**src/rtl/dicr_pkg.sv**
```systemverilog
package dicr_pkg;
  localparam int          REG_W    = 32;
  localparam int          MAX_CH   = 7;
  localparam int          FLAG_LSB = 24;
  localparam int          EN_LSB   = 16;
  localparam int          GEN_BIT  = 23;
  localparam int          BERR_BIT = 15;
  localparam int          SENT_BIT = 31;
  localparam logic [31:0] CFG_MASK = 32'h00FF_803F;
endpackage

```
**src/rtl/dicr_cfg_reg.sv**
```systemverilog
// Write-masked configuration field: everything software owns outright.
module dicr_cfg_reg
  import dicr_pkg::*;
(
  input  logic             clk,
  input  logic             rst,
  input  logic             wr_en,
  input  logic [REG_W-1:0] wr_data,
  output logic [REG_W-1:0] cfg_d,
  output logic [REG_W-1:0] cfg_q
);
  always_comb begin
    cfg_d = cfg_q;
    if (wr_en) cfg_d = wr_data & CFG_MASK;
  end

  always_ff @(posedge clk) begin
    if (rst) cfg_q <= '0;
    else     cfg_q <= cfg_d;
  end
endmodule

```
**src/rtl/dicr_flag_bank.sv**
```systemverilog
// Per-channel completion flags: hardware set wins over write-one-to-clear.
module dicr_flag_bank #(
  parameter int NUM_CH = 7
) (
  input  logic              clk,
  input  logic              rst,
  input  logic              wr_en,
  input  logic [NUM_CH-1:0] ack,
  input  logic [NUM_CH-1:0] done,
  input  logic [NUM_CH-1:0] en,
  output logic [NUM_CH-1:0] flag_d,
  output logic [NUM_CH-1:0] flag_q
);
  for (genvar n = 0; n < NUM_CH; n++) begin : g_ch
    logic clr, set;
    assign clr = wr_en & ack[n];
    assign set = done[n] & en[n];
    assign flag_d[n] = set | (flag_q[n] & ~clr);

    always_ff @(posedge clk) begin
      if (rst) flag_q[n] <= 1'b0;
      else     flag_q[n] <= flag_d[n];
    end
  end
endmodule

```
**src/rtl/dicr_master.sv**
```systemverilog
// Master condition, self-kept sent bit and first-assertion request pulse.
module dicr_master #(
  parameter int NUM_CH = 7
) (
  input  logic              clk,
  input  logic              rst,
  input  logic              eval,
  input  logic              gen_en,
  input  logic              berr,
  input  logic [NUM_CH-1:0] flags,
  output logic              sent_q,
  output logic              irq_q
);
  logic cond;
  assign cond = (gen_en & (|flags)) | berr;

  always_ff @(posedge clk) begin
    if (rst) begin
      sent_q <= 1'b0;
      irq_q  <= 1'b0;
    end else begin
      irq_q <= eval & cond & ~sent_q;
      if (eval) sent_q <= cond;
    end
  end
endmodule

```
**src/rtl/dma_irq_ctrl.sv**
```systemverilog
module dma_irq_ctrl
  import dicr_pkg::*;
#(
  parameter int NUM_CH = 7
) (
  input  logic              clk,
  input  logic              rst,
  input  logic              wr_en,
  input  logic [31:0]       wr_data,
  input  logic [NUM_CH-1:0] ch_done,
  output logic [31:0]       rd_data,
  output logic              irq_req
);
  localparam int FLAG_MSB = FLAG_LSB + NUM_CH - 1;
  localparam int EN_MSB   = EN_LSB + NUM_CH - 1;

  logic [REG_W-1:0]  cfg_d, cfg_q;
  logic [NUM_CH-1:0] flag_d, flag_q;
  logic              sent_q;
  logic              eval;

  dicr_cfg_reg u_cfg (
    .clk(clk), .rst(rst), .wr_en(wr_en), .wr_data(wr_data),
    .cfg_d(cfg_d), .cfg_q(cfg_q)
  );

  dicr_flag_bank #(.NUM_CH(NUM_CH)) u_flags (
    .clk(clk), .rst(rst), .wr_en(wr_en),
    .ack(wr_data[FLAG_MSB:FLAG_LSB]),
    .done(ch_done),
    .en(cfg_q[EN_MSB:EN_LSB]),
    .flag_d(flag_d), .flag_q(flag_q)
  );

  assign eval = wr_en | (|ch_done);

  dicr_master #(.NUM_CH(NUM_CH)) u_master (
    .clk(clk), .rst(rst), .eval(eval),
    .gen_en(cfg_d[GEN_BIT]), .berr(cfg_d[BERR_BIT]),
    .flags(flag_d), .sent_q(sent_q), .irq_q(irq_req)
  );

  always_comb begin
    rd_data = cfg_q;
    rd_data[FLAG_MSB:FLAG_LSB] = flag_q;
    rd_data[SENT_BIT] = sent_q;
  end
endmodule

```
**config.mk**
```make
export PLATFORM = sky130hd
export DESIGN_NAME = dma_irq_ctrl
export DESIGN_NICKNAME = d
export VERILOG_FILES = /design/src/rtl/dicr_pkg.sv /design/src/rtl/dicr_cfg_reg.sv /design/src/rtl/dicr_flag_bank.sv /design/src/rtl/dicr_master.sv /design/src/rtl/dma_irq_ctrl.sv
export SDC_FILE = /design/constraint.sdc
export NUM_CORES = 1
export LEC_CHECK = 0
export ABC_AREA = 1
export BUFFER_PORTS_ARGS = -buffer_cell sky130_fd_sc_hd__buf_2
export CORE_ASPECT_RATIO = 0.7
export CORE_MARGIN = 2
export CORE_UTILIZATION = 30
export CTS_CLUSTER_DIAMETER = 50
export DETAILED_ROUTE_END_ITERATION = 10
export HOLD_SLACK_MARGIN = 0.08
export SYNTH_ARGS = -nofsm -noshare
export SYNTH_HDL_FRONTEND = slang
export SYNTH_SLANG_ARGS = --single-unit
```
**constraint.sdc**
```tcl
create_clock -name clk -period 2 [get_ports clk]
set_input_delay 0.3 -clock clk [delete_from_list [all_inputs] [get_ports clk]]
set_output_delay 0.3 -clock clk [all_outputs]
set_load 0.02 [all_outputs]
```
# Word level (Yosys, flattened, before mapping)
# Index checks and enable logic that the tools add are counted.
# W data, S select, Z words.
op_classes:
  n_reduce_logical: 2
  muxes: 1
  n_bitwise: 41
ops:
  columns: ["op", "count"]
  rows:
  - ["$and A1 B1 Y1", 24]
  - ["$mux W24", 1]
  - ["$reduce_or A7 Y1", 2]
  - ["$or A1 B1 Y1", 9]
  - ["$not A1 Y1", 8]
totals:
  out_inout_bits: 33
  register_bits: 24

# Logic depth before layout (Yosys ltp)
depth:
  depth_word: 9
  mapped_depth: 10

# Hierarchy
# From an unflattened synthesis, not the netlist that was laid out.
unflattened:
  hier_cells: 274
  area_unflattened_um2: 1871.8
by_module_without_submodules:
  columns: ["mod", "area_each_um2", "seq_area_each_um2", "n_inst", "cells_each"]
  rows:
  - ["dicr_cfg_reg", 1418.9, 640.6, 1, 199]
  - ["dicr_flag_bank", 286.5, 140.1, 1, 42]
  - ["dicr_master", 102.6, 40.0, 1, 17]
  - ["dma_irq_ctrl", 63.8, 0.0, 1, 16]

# Least setup slack after synthesis
# OpenSTA, ideal clock, no wires.
synth_timing:
  kind: "input to register"
  startpoint: "input wr_en"
  endpoint: "register u_master.sent_q"
  setup_slack_ns: 0.944
  arrival_time_ns: 0.943
  setup_ns: 0.114
  required_time_ns: 1.886
  path_stages: 6
  path_cell_list: "buf_6 -> nor4_1 -> and2_1 -> nor2_1 -> nand2_1 -> nand2_1"
synth_via:
  elab_chain_len: 7
  word_cells_on_any_way: 33
synth_rtl:
  columns: ["item", "line_no", "rtl"]
  rows:
  - ["start, declared", "dma_irq_ctrl.sv:8", "input logic wr_en,"]
  - ["$and A1 B1 Y1", "dicr_flag_bank.sv:16", "assign clr = wr_en & ack[n];"]
  - ["$not A1 Y1", "dicr_flag_bank.sv:18", "assign flag_d[n] = set | (flag_q[n] & ~clr);"]
  - ["$and A1 B1 Y1", "dicr_flag_bank.sv:18", null]
  - ["$or A1 B1 Y1", "dicr_flag_bank.sv:18", null]
  - ["$reduce_or A7 Y1", "dicr_master.sv:15", "assign cond = (gen_en & (|flags)) | berr;"]
  - ["$and A1 B1 Y1", "dicr_master.sv:15", null]
  - ["$or A1 B1 Y1", "dicr_master.sv:15", null]
  - ["end signal, assigned", "dicr_master.sv:23", "if (eval) sent_q <= cond;"]
  - ["end, declared", "dicr_master.sv:11", "output logic sent_q,"]
# Several ways; a longest one is shown, not always the timed one.
# A chain may end at the register's enable or synchronous reset.

# Worst setup path in the final report
# Same ends and word-level chain as after synthesis.

==> results.py <==
metrics = {
    "outcome": {
        "status": "complete, no violations",
    },
    "timing": {
        "rsz0062_at_grt": "false",
        "skew_ps": 2.86,
        "setup_viol": 0,
        "post-route-min-period_ps": 1260,
        "finalSetupTns_ps": 0,
        "max_freq_mhz": 795,
        "hold_viol_final": 0,
        "slew_violations": 0,
        "worst_slack_ps": 742,
        "fin_crit_sh": 0.629,
    },
    "worst_setup_path": {
        "cp_data_arrival_time_ps": 1420,
        "critPathKind": "primary input to flop",
        "worst_ep_required_time_ps": 2170,
        "cp_cell_sequence": "buf_2 > inv_1 > or2_2 > o21a_1 > o21ai_2 > nand2_1 > nand2_1 > nand2_1",
        "startpoint_type": "primary input",
        "slowest_stage": "buf_2",
        "critPathMostFrequentCell": "nand2_1",
        "cp-end-kind": "flop",
        "crit_fanout": 24,
        "max_stage_delay_ps": 350,
    },
    "floorplan": {
        "coreArea_mm2": 0.00317,
        "die_h_um": 52.4,
        "start_util": 0.317,
        "top_level_ports": 75,
        "num_rows": 17,
        "dieArea_mm2": 0.00383,
        "die_width_um": 73.1,
    },
    "route": {
        "vias": 957,
        "ant_nets": 0,
        "drc_errors": 0,
        "drtIter0Drc": 22,
        "wire_per_inst_um": 10.4,
        "viasPerCell": 4.20,
        "drt-pass1-iter-count": 2,
        "wl_um": 2380,
    },
    "hold_path": {
        "min_path_type": "primary input to flop",
    },
    "synthesis": {
        "yosys_most_used_dff": "dfxtp_1",
        "yosysTopAreaCellShare": 0.479,
        "ys_types": 17,
        "synth_largest_area_cell": "dfxtp_1",
        "syn_area_mm2": 0.00100,
        "synth_commonest_cells": "nand2_1, dfxtp_1, a21oi_1",
        "yosysMostFrequentCell": "nand2_1",
        "synth-edff-count": 0,
        "yosysWarningCount": 0,
        "ys_seq_elements": 24,
        "syn_avg_cell_area_um2": 7.32,
        "syn_inst": 137,
        "ys_seq_area_frac": 0.479,
        "ys_async_sr_fraction": 0,
        "yosys-top-cells-area": "dfxtp_1, nand2_1, a21oi_1",
    },
    "clock_tree": {
        "cts_setup_buffers": 0,
        "clock_latency_ps": 270,
        "cts-resized-gates": 0,
        "numCtsBuffers": 3,
        "clock_sinks": 24,
        "cts_buffer_depth": 2,
        "cts_tree": "yes",
        "cts.clk_slew.worst_paths_ps": 80,
        "htree_levels": 1,
        "cts-hold-fix-buffers": 0,
        "root_buffer": "clkbuf_8",
    },
    "global_route": {
        "grt_pass1_vias": 881,
        "antenna_found_initial": 0,
        "use_met1": 0.166,
        "grt_max_degree": 25,
        "grt_pass1_wl_um": 3820,
        "met3_usage": 0.0596,
        "grt_usage": 0.133,
        "overflow": 0,
        "top_usage_layer": "met2",
        "gr-usage-met2": 0.207,
    },
    "layout": {
        "antenna_cells": 0,
        "nFillCells": 349,
        "syn_to_final_growth_pct": 31.2,
        "drive_gt1_frac": 0.326,
        "nets": 233,
    },
    "place": {
        "port-buffer-count": 55,
        "dp_hpwl_um": 1780,
        "finalWeightedCongestion": 0.747,
        "place_ws_ps": 441,
    },
    "job": {
        "maxCapViolCount": 0,
    },
    "power_and_ir_drop": {
        "ir_drop_v": 0.000487,
        "power_density_mw_per_mm2": 776,
        "p_leak_uw": 0.000710,
    },
}
-- logic make-up after synthesis --
kind of cell,after synthesis,share of synthesized area
AND/OR/NAND/NOR,72,0.283
flip-flops,24,0.479
AO/OA/AOI/OAI,21,0.111
buffers and inverters,18,0.113
multiplexers,1,0.00998
other,1,0.00374
-- power by group --
| part | switching (uW) | internal (uW) |
|---|---|---|
| combinational | 114 | 65.5 |
| sequential | 13.6 | 504 |
| clock | 148 | 176 |
| total | 276 | 745 |
-- state kept, by name (all words and copies together), names as in the netlist --
name	cells
u_master.sent_q	1
u_cfg.cfg_q	15
u_master.irq_q	1
u_flags.flag_q	7
-- worst max-delay path: cells and delay by family --
| family | cells | cell delay (ps) |
|---|---|---|
| buffers and inverters | 2 | 450 |
| AOI/OAI and AO/OA | 2 | 190 |
| and+or+nand+nor | 4 | 470 |
-- path summary, 6_finish.rpt --
check | depth (start not counted) | from | end | slack [ps]
min reg2reg | 1 | u_master.sent_q$_SDFFE_PP0N_ | u_master.irq_q$_SDFF_PP0_ | 440
min | 3 | wr_data[21] | u_cfg.cfg_q[21]$_SDFFE_PP0P_ | 270
max | 8 | wr_en | u_master.sent_q$_SDFFE_PP0N_ | 740
max reg2reg | 8 | u_cfg.cfg_q[18]$_SDFFE_PP0P_ | u_master.sent_q$_SDFFE_PP0N_ | 950
-- area by class of cell --
cell class | count | area, um^2 | area share
tap | 38 | 47.5 | 0.0361
timing repair buffer | 56 | 283 | 0.215
inverter | 3 | 11.3 | 0.00856
sequential | 24 | 480 | 0.365
multi-input combinational | 103 | 439 | 0.334
clock buffer | 4 | 55.1 | 0.0418
-- layout by cell type, fill, tap and decap left out --
cell,instances
a21oi_1,19
and2_1,1
buf_2,55
buf_4,1
clkbuf_8,4
conb_1,9
dfxtp_1,24
inv_1,3
mux2i_1,1
nand2_1,59
nand3b_1,1
nor2_1,8
nor4_1,2
o21a_1,1
o21ai_2,1
or2_2,1
-- routing by layer --
layer,vias up,wire (um)
li1,518,-
met1,401,1170
met2,35,985
met3,3,199
met4,0,17
met5,-,0
-- stage by stage --
stage	hold WS (ps)	utilization	total power, uW	std cells	cell area [um^2]
6_report	275	0.415	1020	228	1320
5_1_grt	272	0.415	1090	228	1320
4_1_cts	266	0.415	1040	228	1320
3_5_place_dp	433	0.398	711	224	1260
3_3_place_gp	433	0.398	711	224	1260
2_1_floorplan	369	-	656	145	1030
Note: power is estimated with default switching activity, not from simulation.
